File: src/rtl/fracdiv_pkg.sv
package fracdiv_pkg;

    // Register map seen on the reg_* port
    typedef enum logic [1:0] {
        FD_REG_CFG  = 2'd0,
        FD_REG_CTRL = 2'd1,
        FD_REG_DIV  = 2'd2,
        FD_REG_NONE = 2'd3
    } fd_reg_e;

    // Control register bit positions
    localparam int unsigned FD_GATE_BIT = 0;
    localparam int unsigned FD_TRIG_BIT = 1;

    // Control state: pend maps to bit 1, gate to bit 0
    typedef struct packed {
        logic pend;
        logic gate;
    } fd_ctrl_t;

    function automatic int unsigned fd_max(input int unsigned a, input int unsigned b);
        return (a > b) ? a : b;
    endfunction

    // Scaled divisor represented by a field value
    function automatic int unsigned fd_scaled(input int unsigned field, input int unsigned frac_w);
        return field + (32'd1 << frac_w);
    endfunction

endpackage

File: src/rtl/fd_regs.sv
module fd_regs
    import fracdiv_pkg::*;
#(
    parameter int unsigned FIELD_W   = 8,
    parameter int unsigned FIELD_LSB = 4,
    parameter int unsigned DIV_W     = 9,
    parameter bit          FIXED     = 1'b0,
    parameter int unsigned FIX_FIELD = 0
) (
    input  logic               clk,
    input  logic               rst,
    input  logic               wr_en,
    input  logic [1:0]         addr,
    input  logic [31:0]        wr_data,
    input  logic [DIV_W-1:0]   active_div,
    input  logic               apply,
    output logic [FIELD_W-1:0] field,
    output fd_ctrl_t           ctrl,
    output logic [31:0]        rd_data
);

    localparam logic [31:0] RST_CFG = FIXED ? (32'(FIX_FIELD) << FIELD_LSB) : 32'd0;

    fd_reg_e     sel;
    logic [31:0] cfg_q;
    logic [31:0] wr_masked;
    fd_ctrl_t    ctrl_q;
    logic        trig_wr;

    assign sel     = fd_reg_e'(addr);
    assign trig_wr = wr_en && (sel == FD_REG_CTRL) && wr_data[FD_TRIG_BIT];

    // The build option picks whether the field takes written data
    generate
        if (FIXED) begin : g_fixed_field
            always_comb begin
                wr_masked = wr_data;
                wr_masked[FIELD_LSB +: FIELD_W] = FIELD_W'(FIX_FIELD);
            end
        end else begin : g_prog_field
            always_comb wr_masked = wr_data;
        end
    endgenerate

    always_ff @(posedge clk) begin
        if (rst) begin
            cfg_q       <= RST_CFG;
            ctrl_q.gate <= 1'b1;
            ctrl_q.pend <= 1'b0;
        end else begin
            if (wr_en && (sel == FD_REG_CFG))
                cfg_q <= wr_masked;
            if (wr_en && (sel == FD_REG_CTRL))
                ctrl_q.gate <= wr_data[FD_GATE_BIT];
            // A fresh trigger wins over a completion in the same cycle
            if (trig_wr)
                ctrl_q.pend <= 1'b1;
            else if (apply)
                ctrl_q.pend <= 1'b0;
        end
    end

    assign field = cfg_q[FIELD_LSB +: FIELD_W];
    assign ctrl  = ctrl_q;

    always_comb begin
        case (sel)
            FD_REG_CFG:  rd_data = cfg_q;
            FD_REG_CTRL: rd_data = {30'd0, ctrl_q};
            FD_REG_DIV:  rd_data = 32'(active_div);
            default:     rd_data = 32'd0;
        endcase
    end

endmodule

File: src/rtl/fd_phase.sv
module fd_phase #(
    parameter int unsigned FRAC_W  = 4,
    parameter int unsigned FIELD_W = 8,
    parameter int unsigned DIV_W   = 9,
    parameter int unsigned ACC_W   = 10,
    parameter int unsigned RST_DIV = 16
) (
    input  logic               clk,
    input  logic               rst,
    input  logic               gate,
    input  logic               pend,
    input  logic [FIELD_W-1:0] field,
    output logic               tick,
    output logic               apply,
    output logic [DIV_W-1:0]   active_div
);

    localparam logic [ACC_W-1:0] STEP  = ACC_W'(1) << FRAC_W;
    localparam logic [DIV_W-1:0] ONE_D = DIV_W'(1) << FRAC_W;
    localparam logic [DIV_W-1:0] RST_D = DIV_W'(RST_DIV);

    logic [ACC_W-1:0] acc_q;
    logic [ACC_W-1:0] sum;
    logic [ACC_W-1:0] div_ext;
    logic [DIV_W-1:0] div_q;
    logic [DIV_W-1:0] new_div;

    assign sum     = acc_q + STEP;
    assign div_ext = ACC_W'(div_q);
    assign tick    = gate && (sum >= div_ext);
    assign apply   = tick && pend;
    assign new_div = DIV_W'(field) + ONE_D;

    always_ff @(posedge clk) begin
        if (rst) begin
            acc_q <= '0;
            div_q <= RST_D;
        end else if (tick) begin
            if (apply) begin
                // New ratio starts from a clean phase at the period boundary
                acc_q <= '0;
                div_q <= new_div;
            end else begin
                acc_q <= sum - div_ext;
            end
        end else if (gate) begin
            acc_q <= sum;
        end
    end

    assign active_div = div_q;

endmodule

File: src/rtl/fracdiv_top.sv
module fracdiv_top
    import fracdiv_pkg::*;
#(
    parameter int unsigned FRAC_W    = 4,
    parameter int unsigned FIELD_W   = 8,
    parameter int unsigned FIELD_LSB = 4,
    parameter bit          FIXED     = 1'b0,
    parameter int unsigned FIX_FIELD = 0
) (
    input  logic        clk,
    input  logic        rst,
    input  logic        reg_wr,
    input  logic [1:0]  reg_addr,
    input  logic [31:0] reg_wdata,
    output logic [31:0] reg_rdata,
    output logic        clk_en_o
);

    localparam int unsigned MXW     = fd_max(FIELD_W, FRAC_W);
    localparam int unsigned DIV_W   = MXW + 1;
    localparam int unsigned ACC_W   = MXW + 2;
    localparam int unsigned RST_DIV = fd_scaled(FIXED ? FIX_FIELD : 0, FRAC_W);

    logic [FIELD_W-1:0] field;
    fd_ctrl_t           ctrl;
    logic               gate_s;
    logic               pend_s;
    logic               tick;
    logic               apply;
    logic [DIV_W-1:0]   active_div;
    logic               clk_en_q;

    fd_regs #(
        .FIELD_W  (FIELD_W),
        .FIELD_LSB(FIELD_LSB),
        .DIV_W    (DIV_W),
        .FIXED    (FIXED),
        .FIX_FIELD(FIX_FIELD)
    ) u_regs (
        .clk       (clk),
        .rst       (rst),
        .wr_en     (reg_wr),
        .addr      (reg_addr),
        .wr_data   (reg_wdata),
        .active_div(active_div),
        .apply     (apply),
        .field     (field),
        .ctrl      (ctrl),
        .rd_data   (reg_rdata)
    );

    assign gate_s = ctrl.gate;
    assign pend_s = ctrl.pend;

    fd_phase #(
        .FRAC_W (FRAC_W),
        .FIELD_W(FIELD_W),
        .DIV_W  (DIV_W),
        .ACC_W  (ACC_W),
        .RST_DIV(RST_DIV)
    ) u_phase (
        .clk       (clk),
        .rst       (rst),
        .gate      (gate_s),
        .pend      (pend_s),
        .field     (field),
        .tick      (tick),
        .apply     (apply),
        .active_div(active_div)
    );

    always_ff @(posedge clk) begin
        if (rst) clk_en_q <= 1'b0;
        else     clk_en_q <= tick;
    end

    assign clk_en_o = clk_en_q;

endmodule

File: config.mk
export PLATFORM = sky130hd
export DESIGN_NAME = fracdiv_top
export DESIGN_NICKNAME = d
export VERILOG_FILES = /design/src/rtl/fracdiv_pkg.sv /design/src/rtl/fd_regs.sv /design/src/rtl/fd_phase.sv /design/src/rtl/fracdiv_top.sv
export SDC_FILE = /design/constraint.sdc
export NUM_CORES = 1
export LEC_CHECK = 0
export ABC_AREA = 1
export ABC_CLOCK_PERIOD_IN_PS = 2740
export BUFFER_PORTS_ARGS = -buffer_cell sky130_fd_sc_hd__buf_2
export CORE_MARGIN = 5
export CORE_UTILIZATION = 40
export DETAILED_ROUTE_END_ITERATION = 8
export PLACE_DENSITY_LB_ADDON = 0.05
export SYNTH_ARGS = -nofsm -noshare
export SYNTH_HDL_FRONTEND = slang
export SYNTH_SLANG_ARGS = --single-unit
File: constraint.sdc
create_clock -name clk -period 2.74 [get_ports clk]
set_clock_uncertainty 0.2 [all_clocks]
set_input_delay 0.137 -clock clk [delete_from_list [all_inputs] [get_ports clk]]
set_output_delay 0.137 -clock clk [all_outputs]
set_load 0.1 [all_outputs]
[Word level (Yosys, flattened, before mapping)]
Cells that the tools add are included.
Word-level totals
  word-level logic and storage cells: 27
  input bits: 37
  register bits: 54
  output and inout bits: 33
Operators by class
  add/sub/neg operators: 3
  magnitude comparators: 1
  equality and inequality tests: 2
  reductions and logical operators: 9
  mux-type cells: 6
Operators with widths (number)
  case mux 32 bit (3 select lines): 1
  2-to-1 mux 10 bit: 3
  adder 10 x 5 -> 10 bit (second input constant): 1
  greater-or-equal comparator 10 x 9 -> 1 bit: 1
  subtractor 10 x 9 -> 10 bit: 1
  adder 8 x 5 -> 9 bit (second input constant): 1
  logical AND 1 bit: 5
  nonzero test 2 bit: 2
  == test 2 x 1 -> 1 bit (second input constant): 1
  == test 2 bit (second input constant): 1
  zero test 2 bit: 1
  2-to-1 mux 1 bit: 2
  AND reduction 2 bit: 1

[Logic depth before layout (Yosys ltp)]
  depth after elaboration: 6
  mapped depth: 15
  gate-level depth less buffers: 15

[Cells and area by module]
A second synthesis with hierarchy kept.
Second synthesis, totals
  cell total of the unflattened synthesis: 557
  area total of the unflattened synthesis: 3508.4 um^2
By module, submodules not included
  fd_regs: area each 1936.9 um^2, instances 1, sequential area each 680.7 um^2, cells an instance 311
  fd_phase: area each 1541.5 um^2, instances 1, sequential area each 380.4 um^2, cells an instance 243
  fracdiv_top: area each 30.0 um^2, instances 1, sequential area each 20.0 um^2, cells an instance 3

[Worst setup path before layout]
No wires, ideal clock.
  path kind: in2out
  from: input reg_addr[1]
  to: output reg_rdata[2]
  data required time: 2403 ps
  slack: -103 ps
  cell stages on the path: 4
  arrival: 2506 ps
  buffers on the path: 0
  path through: inv_1 nor2_1 inv_1 o21ai_0
Between the ends
  longest elaborated chain between the ends: 2
  elaborated cells between the ends (all ways): 4
  classes of those cells: eq/ne: 2; mux: 1; reduce/logical: 1
RTL lines
  start, declared: line fracdiv_top.sv:13  | input logic [1:0] reg_addr,
  == test 2 bit (tied with other cells): line fd_regs.sv:67  | case (sel)
  case mux 32 bit (3 select lines) *: line fd_regs.sv:67
  end, declared: line fracdiv_top.sv:15  | output logic [31:0] reg_rdata,
Every way passes the cells marked *; elsewhere a longest branch is shown, timed or not.

[Worst setup path after layout]
  from: register u_phase.acc_q[5]
  to: register u_phase.div_q[5], in the netlist u_phase.active_div[5]
Between the ends
  longest elaborated chain between the ends: 5
RTL lines
  start, declared: line fd_phase.sv:22  | logic [ACC_W-1:0] acc_q;
  start signal, assigned: line fd_phase.sv:44  | acc_q <= sum - div_ext;
  start signal, assigned: line fd_phase.sv:47  | acc_q <= sum;
  adder 10 x 5 -> 10 bit *: line fd_phase.sv:28  | assign sum = acc_q + STEP;
  greater-or-equal comparator 10 x 9 -> 1 bit *: line fd_phase.sv:30  | assign tick = gate && (sum >= div_ext);
  logical AND 1 bit *: line fd_phase.sv:30
  logical AND 1 bit: line fd_phase.sv:31  | assign apply = tick && pend;
  AND reduction 2 bit (no line) *
  end signal, assigned: line fd_phase.sv:42  | div_q <= new_div;
  end, declared: line fd_phase.sv:25  | logic [DIV_W-1:0] div_q;
Marks and branches as above.
A chain may end at the register's enable or synchronous reset.

==> impl_results.html <==
<table>
<tr><th>Metric</th><th>Value</th></tr>
<tr><th colspan="2">Outcome</th></tr>
<tr><td>Result of the run</td><td>complete, no violations</td></tr>
<tr><th colspan="2">Synthesis</th></tr>
<tr><td>Xor and xnor fraction of the mapped netlist area</td><td>2.39%</td></tr>
<tr><td>Synthesized Nets</td><td>468</td></tr>
<tr><td>Area of the mapped netlist</td><td>0.00293 sq mm</td></tr>
<tr><td>Simple-gate share of the synthesized area</td><td>26.1%</td></tr>
<tr><td>Main combinational cell family by area after synthesis</td><td>simple AND/OR/NAND/NOR gates</td></tr>
<tr><td>Fraction of synthesized area in multiplexers</td><td>0%</td></tr>
<tr><td>Post-synthesis sequential element count</td><td>54</td></tr>
<tr><td>Area fraction in compound gates after synthesis</td><td>between 10% and 20%</td></tr>
<tr><td>Sequential cell area fraction in the yosys report</td><td>36.9%</td></tr>
<tr><td>Count of different cell masters after synthesis</td><td>35</td></tr>
<tr><td>Syn Area/Cell</td><td>about 7 sq um</td></tr>
<tr><td>Number of enable flip-flop cells after synthesis</td><td>0</td></tr>
<tr><td>Fraction of the mapped netlist area in adder cells</td><td>5.38%</td></tr>
<tr><td>Yosys warning count</td><td>0</td></tr>
<tr><td>Async set or reset register ratio after synthesis</td><td>0%</td></tr>
<tr><td>Primary FF master, synth</td><td>sky130_fd_sc_hd__dfxtp_1</td></tr>
<tr><td>Instance count of the mapped netlist</td><td>around 420</td></tr>
<tr><th colspan="2">Critical path</th></tr>
<tr><td>Class of the most critical setup path</td><td>reg -&gt; reg</td></tr>
<tr><td>Element type at the critical path end</td><td>register</td></tr>
<tr><td>Startpoint kind of the worst setup timing path</td><td>register</td></tr>
<tr><td>CP arrival</td><td>2.55 ns</td></tr>
<tr><td>Worst Path Required</td><td>approximately 2.8 ns</td></tr>
<tr><td>CP max FO</td><td>12</td></tr>
<tr><th colspan="2">Drt</th></tr>
<tr><td>Detailed-route wire length</td><td>7620 microns</td></tr>
<tr><td>Number of violations reported at the end of detailed-routing iteration 0</td><td>120</td></tr>
<tr><td>First drt pass iteration count</td><td>5</td></tr>
<tr><td>Remaining DRCs</td><td>0</td></tr>
<tr><td>Per-cell routed wire length</td><td>12.4 microns</td></tr>
<tr><td>Total via count after detailed routing</td><td>~2.9k</td></tr>
<tr><td>Remaining number of nets flagged by the antenna check after routing</td><td>0</td></tr>
<tr><td>Drt via density</td><td>4.64</td></tr>
<tr><th colspan="2">Timing</th></tr>
<tr><td>Worst slew pin tran</td><td>just over 0.5 ns</td></tr>
<tr><td>Final critical-path required period</td><td>2.55 ns</td></tr>
<tr><td>Hold violation total from the final report</td><td>0</td></tr>
<tr><td>Ratio of final minimum period to clock period</td><td>93.0%</td></tr>
<tr><td>Worst Hold Margin</td><td>0.0272 ns</td></tr>
<tr><td>Post-route setup TNS</td><td>0 ns</td></tr>
<tr><td>RSZ-0062 raised after global routing</td><td>true</td></tr>
<tr><td>Max-Slew Margin vs Limit</td><td>65.5%</td></tr>
<tr><td>Final count of negative-setup-slack endpoints</td><td>0</td></tr>
<tr><td>Max-slew violation count</td><td>0</td></tr>
<tr><td>FMAX</td><td>392 MHz</td></tr>
<tr><th colspan="2">Floorplan</th></tr>
<tr><td>Std cell rows</td><td>31</td></tr>
<tr><td>Std-Cell Core Area</td><td>0.00718 sq mm</td></tr>
<tr><td>Die Span X</td><td>95.6 microns</td></tr>
<tr><td>Number of top-level pins</td><td>70</td></tr>
<tr><td>Total Die Area</td><td>between 0.009 and 0.01 sq mm</td></tr>
<tr><td>Effective utilization at floorplan</td><td>40.8%</td></tr>
<tr><td>Die height</td><td>95.6 microns</td></tr>
<tr><th colspan="2">Final layout</th></tr>
<tr><td>Fraction of final layout cells sized beyond drive strength 1</td><td>20.3%</td></tr>
<tr><td>Post-synthesis to final-layout area growth</td><td>29.9%</td></tr>
<tr><td>Commonest non-fill, non-tap cells in the layout</td><td>sky130_fd_sc_hd__nor2_1, sky130_fd_sc_hd__buf_2, sky130_fd_sc_hd__inv_1, sky130_fd_sc_hd__nand2_1, sky130_fd_sc_hd__dfxtp_1</td></tr>
<tr><td>Antenna diode count</td><td>0</td></tr>
<tr><td>Layout Nets</td><td>564</td></tr>
<tr><th colspan="2">Placed design</th></tr>
<tr><td>Post-detail-place hpwl</td><td>between 5000 and 6000 microns</td></tr>
<tr><td>Port-buffer cells</td><td>69</td></tr>
<tr><td>Gpl congestion</td><td>just under 0.9</td></tr>
<tr><th colspan="2">CTS</th></tr>
<tr><td>Maximum buffer depth of the clock tree</td><td>2</td></tr>
<tr><td>Setup fix buffers added after clock tree synthesis</td><td>0</td></tr>
<tr><td>Number of buffers inserted during clock tree synthesis</td><td>5</td></tr>
<tr><td>Worst-path clk slew</td><td>0.10 ns</td></tr>
<tr><td>CTS tree</td><td>yes</td></tr>
<tr><td>Insertion delay to the later sink of the worst-skew pair</td><td>about 0.30 ns</td></tr>
<tr><td>Root buffer selected by CTS</td><td>sky130_fd_sc_hd__clkbuf_8</td></tr>
<tr><td>H-Tree Depth</td><td>2</td></tr>
<tr><td>Number of clock sinks</td><td>54</td></tr>
<tr><th colspan="2">Global route</th></tr>
<tr><td>Antenna violations before repair</td><td>0</td></tr>
<tr><td>Vias in the first global route</td><td>2737</td></tr>
<tr><td>GRT overflow</td><td>0</td></tr>
<tr><td>First-pass GRT wire length</td><td>12700 microns</td></tr>
<tr><td>Largest net degree at the start of global routing</td><td>between 60 and 70</td></tr>
<tr><td>Global router's overall resource usage</td><td>between 15 and 20%</td></tr>
<tr><th colspan="2">Flow run</th></tr>
<tr><td>Reported max-cap violation count</td><td>0</td></tr>
<tr><th colspan="2">Power and ir drop</th></tr>
<tr><td>Total power per unit cell area</td><td>between 800 and 900 mW/mm^2</td></tr>
<tr><td>Static leakage</td><td>~1.8 nW</td></tr>
<tr><td>IR drop worst, VDD</td><td>just under 0.3 mV</td></tr>
<tr><th colspan="2">Worst hold path</th></tr>
<tr><td>Worst min-delay path class</td><td>in -&gt; reg</td></tr>
</table>
==> final timing paths <==
| check | from | endpoint | slack, ns | depth (start not counted) |
|---|---|---|---|---|
| max | u_phase.acc_q[5] | u_phase.active_div[5] | 0.19 | 13 |
| min | reg_wr | u_regs.ctrl[1] | 0.03 | 5 |
| max reg2reg | u_phase.acc_q[5] | u_phase.active_div[5] | 0.19 | 13 |
| min reg2reg | u_regs.cfg_q[25] | u_regs.cfg_q[25] | 0.26 | 2 |
==> cell families (layout without fill, tap and decap cells) <==
kind of cell,Yosys count,after routing
buf+inv,79,175
flops,54,54
xor+xnor,8,8
simple gates,167,168
compound gates,99,99
fa+ha+maj,12,12
==> synth_stat cells (3+ instances only) <==
cell | number | area [sq um]
sky130_fd_sc_hd__a21oi_1 | 37 | 185
sky130_fd_sc_hd__a21oi_2 | 3 | 26.3
sky130_fd_sc_hd__clkbuf_1 | 14 | 52.6
sky130_fd_sc_hd__dfxtp_1 | 54 | 1080
sky130_fd_sc_hd__ha_1 | 11 | 138
sky130_fd_sc_hd__inv_1 | 62 | 233
sky130_fd_sc_hd__nand2_1 | 60 | 225
sky130_fd_sc_hd__nand2_2 | 5 | 31.3
sky130_fd_sc_hd__nand2_4 | 3 | 33.8
sky130_fd_sc_hd__nand3_1 | 15 | 75.1
sky130_fd_sc_hd__nor2_1 | 69 | 259
sky130_fd_sc_hd__o21ai_0 | 45 | 225
sky130_fd_sc_hd__o22ai_1 | 5 | 31.3
sky130_fd_sc_hd__xor2_1 | 6 | 52.6
==> state kept, by name, indices dropped and copies added, names as in the netlist <==
name	count
clk_en_o	1
u_phase.acc_q	10
u_regs.ctrl	2
u_phase.active_div	9
u_regs.cfg_q	32
==> metrics by stage <==
stage / cell area, sq um / power [W] / setup slack [ns] / utilization [%] / std cells
after global routing: 3810 / 0.00351 / -0.0611 / 53.1 / 615
after CTS: 3780 / 0.00320 / 0.0360 / 52.7 / 614
after global placement: 3340 / 0.00263 / 0.125 / 46.6 / 573
after detailed placement: 3340 / 0.00262 / 0.0583 / 46.6 / 573
final: 3810 / 0.00323 / 0.191 / 53.1 / 615
after floorplan: 2930 / 0.00239 / -0.103 / - / 419
==> what timing repair did <==
item,4_1_cts,5_1_grt
hold endpoints to repair,35,0
endpoints found under the setup margin,0,18
gates resized for setup,0,5
hold buffers,33,0
==> power by group <==
part | total, W | switching [W] | leakage (nW) | internal [W]
sequential | 0.000942 | 0.0000621 | 0.442 | 0.000880
clock | 0.000537 | 0.000264 | 0.0514 | 0.000273
combinational | 0.00175 | 0.00113 | 1.29 | 0.000620
total | 0.00323 | 0.00146 | 1.78 | 0.00177
==> final cells by class <==
type | count | area, sq um
multi-input combinational | 287 | 1560
timing repair buffer | 105 | 698
clock inverter | 2 | 37.5
clock buffer | 6 | 72.6
inverter | 62 | 233
fill | 709 | 3370
tap | 99 | 124
sequential | 54 | 1080
==> layer usage <==
layer | vias to the layer above | part of all wire [%] | GRT usage, %
met2 | 50 | 47 | 30.0
met3 | 6 | 4.2 | 3.71
li1 | 1525 | - | -
met4 | 0 | 0.89 | 3.91
met1 | 1273 | 48 | 22.3
met5 | - | 0 | 0
==> worst max-delay path, stage by stage (launching register included) <==
cell                      delay (ns)
sky130_fd_sc_hd__dfxtp_1        0.39
sky130_fd_sc_hd__ha_1           0.21
sky130_fd_sc_hd__xor2_1         0.23
sky130_fd_sc_hd__ha_1           0.32
sky130_fd_sc_hd__nand2_2        0.09
sky130_fd_sc_hd__inv_1          0.05
sky130_fd_sc_hd__a21oi_2        0.19
sky130_fd_sc_hd__nand3_2        0.11
sky130_fd_sc_hd__nand2_4        0.11
sky130_fd_sc_hd__nand2_4        0.09
sky130_fd_sc_hd__nand2_8        0.15
sky130_fd_sc_hd__nor2_4         0.08
sky130_fd_sc_hd__o21ai_0        0.18
sky130_fd_sc_hd__nor2_1         0.05
Power figures use the tool's default switching activity.
